<file path="src/rtl/i2c_rec_pkg.sv">
package i2c_rec_pkg;

  localparam int NSTEP  = 5;
  localparam int STEP_W = $clog2(NSTEP);

  typedef enum logic [3:0] {
    ST_IDLE,
    ST_DIS,
    ST_HOLD,
    ST_CHECK,
    ST_BACK,
    ST_RST,
    ST_RCLR,
    ST_EN,
    ST_FAIL
  } rec_state_e;

  // Drive pair {scl_pull, sda_pull} for each step; 1 pulls the line low.
  function automatic logic [1:0] step_drive(input logic [STEP_W-1:0] s);
    case (s)
      STEP_W'(1): step_drive = 2'b01;
      STEP_W'(2): step_drive = 2'b11;
      STEP_W'(3): step_drive = 2'b01;
      default:    step_drive = 2'b00;
    endcase
  endfunction

endpackage

</file>
<file path="src/rtl/irs_sync2.sv">
module irs_sync2 #(
  parameter int W = 2
) (
  input  logic         clk,
  input  logic         rst_n,
  input  logic [W-1:0] d_i,
  output logic [W-1:0] q_o
);
  logic [W-1:0] meta_q;
  logic [W-1:0] sync_q;

  // Bus idles high, so both stages reset to ones.
  always_ff @(posedge clk or negedge rst_n) begin
    if (!rst_n) begin
      meta_q <= '1;
      sync_q <= '1;
    end else begin
      meta_q <= d_i;
      sync_q <= meta_q;
    end
  end

  assign q_o = sync_q;
endmodule

</file>
<file path="src/rtl/irs_timer.sv">
module irs_timer #(
  parameter int CW = 8
) (
  input  logic          clk,
  input  logic          rst_n,
  input  logic          load_i,
  input  logic [CW-1:0] val_i,
  output logic          zero_o
);
  logic [CW-1:0] cnt_q;

  always_ff @(posedge clk or negedge rst_n) begin
    if (!rst_n)               cnt_q <= '0;
    else if (load_i)          cnt_q <= val_i;
    else if (cnt_q != '0)     cnt_q <= cnt_q - CW'(1);
  end

  assign zero_o = (cnt_q == '0);
endmodule

</file>
<file path="src/rtl/irs_fsm.sv">
module irs_fsm
  import i2c_rec_pkg::*;
#(
  parameter int CW = 8
) (
  input  logic          clk,
  input  logic          rst_n,
  input  logic          start_i,
  input  logic [CW-1:0] hold_eff_i,
  input  logic [CW-1:0] timeout_i,
  input  logic [CW-1:0] rstlen_eff_i,
  input  logic          scl_s_i,
  input  logic          sda_s_i,
  input  logic          tmr_zero_i,
  output logic          tmr_load_o,
  output logic [CW-1:0] tmr_val_o,
  output logic          scl_oe_o,
  output logic          sda_oe_o,
  output logic          pin_gpio_o,
  output logic          periph_en_o,
  output logic          soft_rst_o,
  output logic          done_o,
  output logic          err_o
);
  rec_state_e        st_q, st_d;
  logic [STEP_W-1:0] step_q, step_d;
  logic              en_q, en_d;
  logic              err_q, err_d;
  logic [1:0]        drive;
  logic              match;
  logic              last_step;

  assign drive     = step_drive(step_q);
  assign match     = ({scl_s_i, sda_s_i} == ~drive);
  assign last_step = (step_q == STEP_W'(NSTEP - 1));

  always_comb begin
    st_d       = st_q;
    step_d     = step_q;
    en_d       = en_q;
    err_d      = err_q;
    tmr_load_o = 1'b0;
    tmr_val_o  = '0;
    case (st_q)
      ST_IDLE: begin
        if (start_i) begin
          st_d  = ST_DIS;
          en_d  = 1'b0;
          err_d = 1'b0;
        end
      end
      ST_DIS: begin
        st_d       = ST_HOLD;
        step_d     = '0;
        tmr_load_o = 1'b1;
        tmr_val_o  = hold_eff_i - CW'(1);
      end
      ST_HOLD: begin
        if (tmr_zero_i) begin
          st_d       = ST_CHECK;
          tmr_load_o = 1'b1;
          tmr_val_o  = timeout_i;
        end
      end
      ST_CHECK: begin
        if (match) begin
          if (last_step) begin
            st_d = ST_BACK;
          end else begin
            st_d       = ST_HOLD;
            step_d     = step_q + STEP_W'(1);
            tmr_load_o = 1'b1;
            tmr_val_o  = hold_eff_i - CW'(1);
          end
        end else if (tmr_zero_i) begin
          st_d  = ST_FAIL;
          err_d = 1'b1;
        end
      end
      ST_BACK: begin
        st_d       = ST_RST;
        tmr_load_o = 1'b1;
        tmr_val_o  = rstlen_eff_i - CW'(1);
      end
      ST_RST: begin
        if (tmr_zero_i) st_d = ST_RCLR;
      end
      ST_RCLR: begin
        st_d = ST_EN;
        en_d = 1'b1;
      end
      ST_EN:   st_d = ST_IDLE;
      ST_FAIL: st_d = ST_IDLE;
      default: st_d = ST_IDLE;
    endcase
  end

  always_ff @(posedge clk or negedge rst_n) begin
    if (!rst_n) begin
      st_q   <= ST_IDLE;
      step_q <= '0;
      en_q   <= 1'b1;
      err_q  <= 1'b0;
    end else begin
      st_q   <= st_d;
      step_q <= step_d;
      en_q   <= en_d;
      err_q  <= err_d;
    end
  end

  logic on_pins;
  assign on_pins     = (st_q == ST_HOLD) || (st_q == ST_CHECK);
  assign pin_gpio_o  = on_pins;
  assign scl_oe_o    = on_pins & drive[1];
  assign sda_oe_o    = on_pins & drive[0];
  assign soft_rst_o  = (st_q == ST_RST);
  assign done_o      = (st_q == ST_EN);
  assign periph_en_o = en_q;
  assign err_o       = err_q;
endmodule

</file>
<file path="src/rtl/i2c_bus_recover.sv">
module i2c_bus_recover #(
  parameter int CW       = 8,
  parameter int HOLD_MIN = 2,
  parameter int RST_MIN  = 1
) (
  input  logic          clk,
  input  logic          rst_n,
  input  logic          start_i,
  input  logic [CW-1:0] cfg_hold_i,
  input  logic [CW-1:0] cfg_timeout_i,
  input  logic [CW-1:0] cfg_rstlen_i,
  input  logic          scl_in_i,
  input  logic          sda_in_i,
  output logic          scl_oe_o,
  output logic          sda_oe_o,
  output logic          pin_gpio_o,
  output logic          periph_en_o,
  output logic          soft_rst_o,
  output logic          done_o,
  output logic          err_o
);
  localparam logic [CW-1:0] HOLD_FLOOR = CW'(HOLD_MIN);
  localparam logic [CW-1:0] RST_FLOOR  = CW'(RST_MIN);

  logic [CW-1:0] hold_eff;
  logic [CW-1:0] rstlen_eff;
  logic [1:0]    lines_s;
  logic          tmr_load;
  logic [CW-1:0] tmr_val;
  logic          tmr_zero;

  // Floors keep the synchronizer latency inside the settle window.
  assign hold_eff   = (cfg_hold_i   < HOLD_FLOOR) ? HOLD_FLOOR : cfg_hold_i;
  assign rstlen_eff = (cfg_rstlen_i < RST_FLOOR)  ? RST_FLOOR  : cfg_rstlen_i;

  irs_sync2 #(.W(2)) u_sync (
    .clk   (clk),
    .rst_n (rst_n),
    .d_i   ({scl_in_i, sda_in_i}),
    .q_o   (lines_s)
  );

  irs_timer #(.CW(CW)) u_tmr (
    .clk    (clk),
    .rst_n  (rst_n),
    .load_i (tmr_load),
    .val_i  (tmr_val),
    .zero_o (tmr_zero)
  );

  irs_fsm #(.CW(CW)) u_fsm (
    .clk          (clk),
    .rst_n        (rst_n),
    .start_i      (start_i),
    .hold_eff_i   (hold_eff),
    .timeout_i    (cfg_timeout_i),
    .rstlen_eff_i (rstlen_eff),
    .scl_s_i      (lines_s[1]),
    .sda_s_i      (lines_s[0]),
    .tmr_zero_i   (tmr_zero),
    .tmr_load_o   (tmr_load),
    .tmr_val_o    (tmr_val),
    .scl_oe_o     (scl_oe_o),
    .sda_oe_o     (sda_oe_o),
    .pin_gpio_o   (pin_gpio_o),
    .periph_en_o  (periph_en_o),
    .soft_rst_o   (soft_rst_o),
    .done_o       (done_o),
    .err_o        (err_o)
  );
endmodule

</file>
<file path="config.mk">
export PLATFORM = sky130hd
export DESIGN_NAME = i2c_bus_recover
export DESIGN_NICKNAME = d
export VERILOG_FILES = /design/src/rtl/i2c_rec_pkg.sv /design/src/rtl/irs_sync2.sv /design/src/rtl/irs_timer.sv /design/src/rtl/irs_fsm.sv /design/src/rtl/i2c_bus_recover.sv
export SDC_FILE = /design/constraint.sdc
export NUM_CORES = 1
export LEC_CHECK = 0
export BUFFER_PORTS_ARGS = -buffer_cell sky130_fd_sc_hd__buf_2
export CELL_PAD_IN_SITES_DETAIL_PLACEMENT = 1
export CELL_PAD_IN_SITES_GLOBAL_PLACEMENT = 2
export CORE_MARGIN = 3
export CORE_UTILIZATION = 30
export CTS_CLUSTER_DIAMETER = 120
export DETAILED_ROUTE_END_ITERATION = 12
export GPL_ROUTABILITY_DRIVEN = 1
export PLACE_DENSITY_LB_ADDON = 0.05
export REMOVE_ABC_BUFFERS = 1
export SKIP_LAST_GASP = 1
export SYNTH_ARGS = -nofsm -noshare
export SYNTH_HDL_FRONTEND = slang
export SYNTH_SLANG_ARGS = --single-unit
</file>
<file path="constraint.sdc">
create_clock -name clk -period 4.4 [get_ports clk]
set_input_delay 0.66 -clock clk [delete_from_list [all_inputs] [get_ports clk]]
set_output_delay 0.66 -clock clk [all_outputs]
set_load 0.01 [all_outputs]
</file>
==> impl_metrics.yaml, run 1 <==
clock_network:
  postCtsSetupBuffers: 0
  cts_tree: "done"
  postCtsHoldBufs: 0
  cts_made_buffers: 3
  cts_root_buffer: "clkbuf_8"
  htreeDepth: 1
  clock_sinks: 21
  clkTransAtPathRegs_ps: 80
  postCtsResizedCells: 0
  insertion_delay_ps: 260
  cts_buffer_depth: 2
place:
  gp_congestion: 0.733
  io_buffers: 35
  dp.final_hpwl_um: 3610
cells_and_area:
  multiInputGateArea_um2: 985
  final_layout_size_suffix_gt1_share_pct: 23.9
  nFillCells: 632
  syn_to_final_growth_pct: 16.7
  regArea_um2: 532
  finalNetCount: 257
  diodes: 0
worst_setup_path:
  worstSetupEndpointType: "flop"
  cp.arrival_ps: 2900
  slowest_stage: "or3_1"
  critPathTopFamily: "simple AND/OR/NAND/NOR gates"
  crit_top_cell: "ha_1"
  critPathBufInv: 0
  worstReg2RegStart: "u_fsm.step_q[0]"
  start_kind: "flop"
  cp_slowest_stage_delay_ps: 460
  crit_start: "u_fsm.step_q[0]"
  required_ps: 4540
  critPathMaxFanout: 12
  path_class: "reg -> reg"
  worstPathCellList: "ha_1, ha_1, or2_2, o2111ai_1, nand2_2, a41o_1, or3_1, mux2_1"
sta:
  final.setup.tns_ps: 0
  worstMarginPinSlew_ps: 718
  slew_headroom_pct: 51.9
  finalSetupViolCount: 0
  fin_crit_ps: 2760
  slew_viol_final: 0
  fmaxAchievable_mhz: 362
  fin_crit_sh_pct: 62.8
  finalHoldViolCount: 0
  rsz0062_at_grt: "no"
  finalClockSkew_ps: 3.70
synth:
  yosys-top-cells-count: "nor2_1 (18), dfrtp_1 (16), a21oi_1 (12), nor3_1 (12)"
  synthMuxAreaShare_pct: 2.66
  synth_seq_area_share_pct: 33.2
  synth-edff-count: 0
  synthSimpleGateAreaFrac_pct: 25.5
  yosys_register_bits: 21
  avgSynthCellArea_um2: 8.61
  yosys.area.top_type: "dfrtp_1"
  synth_ff_type: "dfrtp_1"
  synth_top_family_by_area: "simple AND/OR/NAND/NOR gates"
  synth-compound-area-share_pct: 19.8
  synth_cell_types: 51
  synthAdderAreaFrac_pct: 7.03
  ys_warn_count: 0
  synth_async_sr_flop_share_pct: 100
  yosysMostFrequentCell: "nor2_1"
  yosysTopAreaCellShare_pct: 25.0
  ys_top_cells_by_area: "dfrtp_1 (25%), dfstp_2 (8.2%), ha_1 (7.0%), nor2_1 (4.2%), xnor2_1 (3.8%)"
  synth_xor_area_share_pct: 6.56
  syn_inst: 186
  synth_area_um2: 1600
route:
  antenna_left: 0
  drtIter0Drc: 65
  vias: 1485
  wl_um: 4400
  wl_per_cell_um: 15.4
  drc: 0
  firstDrtPassIters: 4
  viasPerCell: 5.21
pwr:
  powerDensity_nw_per_um2: 489
  power_uw: 914
  ir_worst_vdd_mv: 0.274
  leakage_uw: 0.000795
floorplan:
  fp-row-count: 25
  die-width_um: 79.1
  die_area_um2: 6250
  start_util_pct: 32.4
  design.core.area_um2: 4940
  io-pin-count: 36
  die_height_um: 79.1
status:
  outcome: "finished, final reports clean"
run:
  cap_violations: 0
global_routing:
  track_usage_pct: 15.2
  antenna_found_initial: 0
  grt_max_degree: 22
  first_global_vias: 1543
  grt_pass1_wl_um: 7530
  overflow: 0
min_path:
  hold_path.class: "in -> async"
[registers in the layout, summed over array words and instances (netlist names)]
register and cells:
u_tmr.cnt_q 8, u_fsm.st_q 4, u_fsm.step_q 3, u_sync.meta_q 2
u_sync.q_o 2, u_fsm.err_o 1, u_fsm.periph_en_o 1
[final timing paths]
check | endpoint | slack [ps] | cells past startpoint
setup / recovery | u_tmr.cnt_q[1] | 1640 | 8
hold / removal | u_tmr.cnt_q[7] | 350 | 1
setup reg to reg | u_tmr.cnt_q[1] | 1640 | 8
hold reg to reg | u_sync.q_o[0] | 360 | 0
max in group asynchronous | u_sync.q_o[0] | 3700 | 1
min in group clk | u_sync.q_o[0] | 360 | 0
[metrics by stage]
step                util, %  instance area, um2  worst slack, ps  cells  hold slack [ps]
finish                 37.8                1870             1640    285              352
global route           37.8                1870             1430    285              368
CTS                    37.8                1870             1600    285              365
detailed placement     36.9                1820             1510    281              355
global placement       36.9                1820             1590    281              352
floorplan                 -                1560             1930    178              345
[worst reg2reg max path: stages, from the launching register on]
cell,delay (ps)
dfrtp_1,430
ha_1,220
ha_1,210
or2_2,310
o2111ai_1,110
nand2_2,150
a41o_1,430
or3_1,470
mux2_1,320
[per-layer routing]
layer,wire (um),track usage (%),part of all wire [%],up-vias
met5,0,0,0,-
met4,24,2.75,0.55,0
met3,180,3.17,4.1,4
met2,2060,24.9,47,24
met1,2130,20.9,49,710
li1,-,-,-,747
[final cells by class]
class,instances,share of cell area [%]
multi-input combinational,146,52.7
sequential,21,28.4
timing repair buffer,36,9.77
tap,67,4.48
clock buffer,4,2.41
inverter,11,2.21
[power breakdown]
group	switching [uW]	internal (uW)
clock	61.2	64.5
combinational	253	206
sequential	75.2	254
[logic make-up (layout without fill, tap and decap cells)]
logic type,count (synthesis),count (layout)
simple gates,77,77
xor+xnor,12,12
compound gates,44,44
flops,21,21
fa+ha+maj,9,9
buf+inv,19,51
mux,4,4
[placed cells by master (no fill, tap or decap), drive strengths merged, types with 2 or more instances in the layout]
cell    instances
buf            36
xor2            5
nand2          12
or3             5
or2             2
a41oi           2
a21oi          12
nor3           13
dfrtp          16
a22oi           2
ha              9
o21bai          2
xnor2           7
nand2b          5
nand3           6
dfstp           5
nor2           18
mux2i           2
clkbuf          4
o21ai          10
mux2            2
nor4            7
inv            11
or4             4
a222oi          4
No activity file was read; power rests on OpenSTA's default activity.
==> inputs of run 2 (changes only) <==
--- a/config.mk
+++ b/config.mk
@@ -9,7 +9,7 @@
 export CELL_PAD_IN_SITES_DETAIL_PLACEMENT = 1
 export CELL_PAD_IN_SITES_GLOBAL_PLACEMENT = 2
 export CORE_MARGIN = 3
-export CORE_UTILIZATION = 30
+export CORE_UTILIZATION = 29
 export CTS_CLUSTER_DIAMETER = 120
 export DETAILED_ROUTE_END_ITERATION = 12
 export GPL_ROUTABILITY_DRIVEN = 1
==> constraint.sdc (replaced) <==
create_clock -name clk -period 2.25 [get_ports clk]
set_input_delay 0.3375 -clock clk [delete_from_list [all_inputs] [get_ports clk]]
set_output_delay 0.3375 -clock clk [all_outputs]
set_load 0.01 [all_outputs]
==> impl_metrics.yaml, run 2 (same netlist as run 1, synthesis figures left out) <==
status:
  outcome: "complete, but fails checks"
  violations: "setup timing"
cells_and_area:
  final_cell_mix: "buf_2 (35), buf_4 (32), nor2_1 (18), dfrtp_1 (16)"
  finalNetCount: 292
  final_common_cell: "buf_2"
  top_register: "u_tmr.cnt_q"
  stdcell_area_um2: 2250
  final_layout_size_suffix_gt1_share_pct: 40.7
  top_regs: "u_tmr.cnt_q: 8 flops, u_fsm.st_q: 4 flops, u_fsm.step_q: 3 flops"
  syn_to_final_growth_pct: 40.8
  nFillCells: 639
  largest_reg_flops: 8
  diodes: 0
route:
  drc: 0
  drtIter0Drc: 48
  wl_um: 5410
  wl_per_cell_um: 16.7
  antenna_left: 0
  viasPerCell: 5.29
  firstDrtPassIters: 4
  vias: 1708
sta:
  final.setup.tns_ps: -14.0
  fin_crit_ps: 2260
  whs_ps: 39.0
  fin_ws_ps: -14.0
  finalSetupViolCount: 1
  slew_viol_final: 0
  rsz0062_at_grt: "yes"
  worstMarginPinSlew_ps: 503
  fin_crit_sh_pct: 101
  slew_headroom_pct: 66.4
  finalClockSkew_ps: 1.72
  finalHoldViolCount: 0
  fmaxAchievable_mhz: 442
pwr:
  leakage_uw: 0.000978
  ir_worst_vdd_mv: 0.431
  p_int_uw: 1340
  powerDensity_nw_per_um2: 990
  power_switching_uw: 892
  p_sw_share_pct: 39.9
  pwr-share-comb_pct: 62.1
  power_uw: 2230
  power_frac_seq_pct: 26.6
  clkPwrFrac_pct: 11.3
worst_setup_path:
  slowest_stage: "dfrtp_1"
  critPathMaxFanout: 5
  cp_slowest_stage_delay_ps: 420
  reg2regPathDepth: 8
  cp.depth: 8
  path_class: "reg -> reg"
  worstPathCellList: "ha_2, ha_4, or2_4, o2111ai_2, nand2_2, a41o_4, or3_4, mux2_4"
  critPathTopFamily: "simple AND/OR/NAND/NOR gates"
  required_ps: 2400
  worstSetupEndpointType: "flop"
  start_kind: "flop"
  cp.arrival_ps: 2410
  critPathBufInv: 0
place:
  io_buffers: 35
  place_area_um2: 2070
  dpl_worst_slack_ps: -213
  dp.final_hpwl_um: 4300
  gp_congestion: 0.855
floorplan:
  start_util_pct: 30.6
  die_height_um: 80.3
  die-width_um: 80.3
  design.core.area_um2: 5240
  fp-row-count: 26
  die_area_um2: 6450
  io-pin-count: 36
run:
  cap_violations: 0
global_routing:
  overflow: 0
  grt_pass1_wl_um: 8780
  track_usage_pct: 17.5
  first_global_vias: 1837
  antenna_found_initial: 0
  grt_max_degree: 22
clock_network:
  postCtsHoldBufs: 0
  htreeDepth: 1
  clock_sinks: 21
  insertion_delay_ps: 260
  clkTransAtPathRegs_ps: 80
  cts_tree: "done"
  cts_buffer_depth: 2
  cts_made_buffers: 3
  cts_root_buffer: "clkbuf_8"
min_path:
  hold_path.class: "in -> async"
[run 2: power groups by stage]
stage / Clock [uW] / Sequential [uW] / Combinational (uW)
floorplan: 0 / 613 / 664
global placement: 0 / 592 / 1190
detailed placement: 0 / 600 / 1230
CTS: 262 / 595 / 1300
global route: 283 / 610 / 1540
finish: 252 / 594 / 1390
[run 2: worst register-to-register path: cells and delay by family (launching register included)]
family	cells	cell delay (ps)
AOI/OAI and AO/OA	2	320
DFF	1	420
and+or+nand+nor	3	730
muxes	1	300
adders and majority gates	2	380
[run 2: what timing repair did]
| item | in CTS | in global routing |
|---|---|---|
| cloned | 0 | 0 |
| setup buffers | 1 | 2 |
| setup endpoints to repair | 10 | 10 |
| gates resized for setup | 12 | 16 |
| pin swaps | 4 | 13 |
[run 2: layout make-up]
class | count | area, um2 | share of cell area, %
inverter | 11 | 43.8 | 1.94
tap | 70 | 87.6 | 3.88
sequential | 21 | 532 | 23.6
clock buffer | 4 | 45.0 | 2.00
multi-input combinational | 146 | 1090 | 48.2
timing repair buffer | 71 | 460 | 20.4
[run 2: metal layers]
layer  GRT usage [%]  part of all wire, %  vias to the layer above
met1            20.7                   42                      849
met4            4.56                  1.3                        0
met2            32.8                   54                       36
met5               0                    0                        -
li1                -                    -                      817
met3            2.35                  2.9                        6
[run 2: metrics by stage]
stage | cells | utilization, %
floorplan | 178 | -
global placement | 316 | 39.5
detailed placement | 316 | 39.5
CTS | 321 | 41.3
global route | 323 | 43.0
finish | 323 | 43.0
[run 2: path summary, 6_finish.rpt]
kind | start | endpoint | slack, ps
max | u_fsm.step_q[0] | u_tmr.cnt_q[1] | -10
max reg2reg | u_fsm.step_q[0] | u_tmr.cnt_q[1] | -10
min reg2reg | u_sync.meta_q[1] | u_sync.q_o[1] | 360
max in group asynchronous | rst_n | u_fsm.periph_en_o | 1850
min | rst_n | u_tmr.cnt_q[5] | 40
min in group clk | scl_in_i | u_sync.meta_q[1] | 170
==> inputs of run 3 (changes only) <==
--- a/config.mk
+++ b/config.mk
@@ -15,7 +15,9 @@
 export GPL_ROUTABILITY_DRIVEN = 1
 export PLACE_DENSITY_LB_ADDON = 0.05
 export REMOVE_ABC_BUFFERS = 1
+export SKIP_CTS_REPAIR_TIMING = 1
 export SKIP_LAST_GASP = 1
 export SYNTH_ARGS = -nofsm -noshare
 export SYNTH_HDL_FRONTEND = slang
 export SYNTH_SLANG_ARGS = --single-unit
+export TNS_END_PERCENT = 10
==> impl_metrics.yaml, run 3 (same netlist as run 1, synthesis figures left out) <==
status:
  outcome: "finished, final reports clean"
clock_network:
  insertion_delay_ps: 260
  cts_buffer_depth: 2
  htreeDepth: 1
  cts_tree: "done"
  clkTransAtPathRegs_ps: 80
  clock_sinks: 21
  cts_made_buffers: 3
  cts_root_buffer: "clkbuf_8"
route:
  drtIter0Drc: 54
  wl_per_cell_um: 16.7
  firstDrtPassIters: 5
  viasPerCell: 5.28
  vias: 1700
  wl_um: 5370
  antenna_left: 0
  drc: 0
place:
  dp_cells: 316
  dp.final_hpwl_um: 4300
  gp_congestion: 0.855
  io_buffers: 35
sta:
  fmaxAchievable_mhz: 451
  worstMarginPinSlew_ps: 502
  finalHoldViolCount: 0
  slew_headroom_pct: 66.5
  finalSetupViolCount: 0
  rsz0062_at_grt: "yes"
  fin_crit_ps: 2220
  fin_crit_sh_pct: 98.6
  final.setup.tns_ps: 0
  slew_viol_final: 0
  finalClockSkew_ps: 1.47
floorplan:
  fp-row-count: 26
  design.core.area_um2: 5240
  die_height_um: 80.3
  die-width_um: 80.3
  start_util_pct: 30.6
  die_area_um2: 6450
  io-pin-count: 36
worst_setup_path:
  critPathTopFamily: "simple AND/OR/NAND/NOR gates"
  worstSetupEndpointType: "flop"
  start_kind: "flop"
  critPathBufInv: 1
  cp_slowest_stage_delay_ps: 440
  cp.arrival_ps: 2370
  required_ps: 2400
  slowest_stage: "dfrtp_1"
  path_class: "reg -> reg"
  critPathMaxFanout: 5
  worstPathCellList: "buf_6, ha_2, nor4b_4, a41oi_2, nand2_2, a41o_1, or3_4, mux2_4"
global_routing:
  track_usage_pct: 17.2
  overflow: 0
  grt_max_degree: 22
  grt_pass1_wl_um: 8650
  antenna_found_initial: 0
  first_global_vias: 1821
cells_and_area:
  largest_reg_flops: 8
  top_register: "u_tmr.cnt_q"
  syn_to_final_growth_pct: 39.0
  final_cell_mix: "buf_2 (35), buf_4 (32), nor2_1 (18), dfrtp_1 (15)"
  finalNetCount: 291
  diodes: 0
  top_regs: "u_tmr.cnt_q: 8 flops, u_fsm.st_q: 4 flops, u_fsm.step_q: 3 flops"
  postLayoutCoreUtil_pct: 42.5
  final_cells: 322
  final_common_cell: "buf_2"
  final_layout_size_suffix_gt1_share_pct: 39.3
pwr:
  leakage_uw: 0.000968
  powerDensity_nw_per_um2: 980
  ir_worst_vdd_mv: 0.458
min_path:
  hold_path.class: "in -> async"
run:
  cap_violations: 0
## run 3: layout make-up
class | count | area, um2
Fill cell | 642 | 3010
Multi-Input combinational cell | 146 | 1070
Sequential cell | 21 | 533
Timing Repair Buffer | 70 | 449
Tap cell | 70 | 87.6
Clock buffer | 4 | 45.0
Inverter | 11 | 43.8
## run 3: path summary, 6_finish.rpt
path | start | to | slack [ps] | cells past startpoint
setup reg to reg | u_fsm.step_q[1] | u_tmr.cnt_q[1] | 30 | 8
hold reg to reg | u_sync.meta_q[1] | u_sync.q_o[1] | 360 | 0
setup / recovery | u_fsm.step_q[1] | u_tmr.cnt_q[1] | 30 | 8
min in group clk | scl_in_i | u_sync.meta_q[1] | 170 | 1
max in group asynchronous | rst_n | u_fsm.step_q[0] | 1850 | 1
hold / removal | rst_n | u_tmr.cnt_q[5] | 40 | 1
## run 3: layer usage
metal	up-vias	global-route usage (%)	part of all wire, %
met5	-	0	0
met4	0	4.56	0.99
met2	44	31.7	53
li1	813	-	-
met1	839	20.7	42
met3	4	2.35	3.4
## run 3: power breakdown
part | switching (uW) | total (uW) | internal [uW]
clock | 126 | 252 | 126
sequential | 105 | 602 | 497
combinational | 645 | 1330 | 682
total | 876 | 2180 | 1310
## run 3: worst reg2reg max path: stages (launching register included)
cell and delay, ps:
dfrtp_1 440, buf_6 150, ha_2 190, nor4b_4 140, a41oi_2 170, nand2_2 90
a41o_1 240, or3_4 400, mux2_4 300
## run 3: metrics by stage
stage | total power, uW | setup WS, ps | cell area [um2] | hold slack, ps
floorplan | 1280 | -219 | 1560 | 41.9
global placement | 1790 | -131 | 2070 | 326
detailed placement | 1830 | -213 | 2070 | 340
CTS | 2090 | -231 | 2110 | 47.2
global route | 2370 | -70.4 | 2230 | 61.5
finish | 2180 | 32.1 | 2230 | 37.2
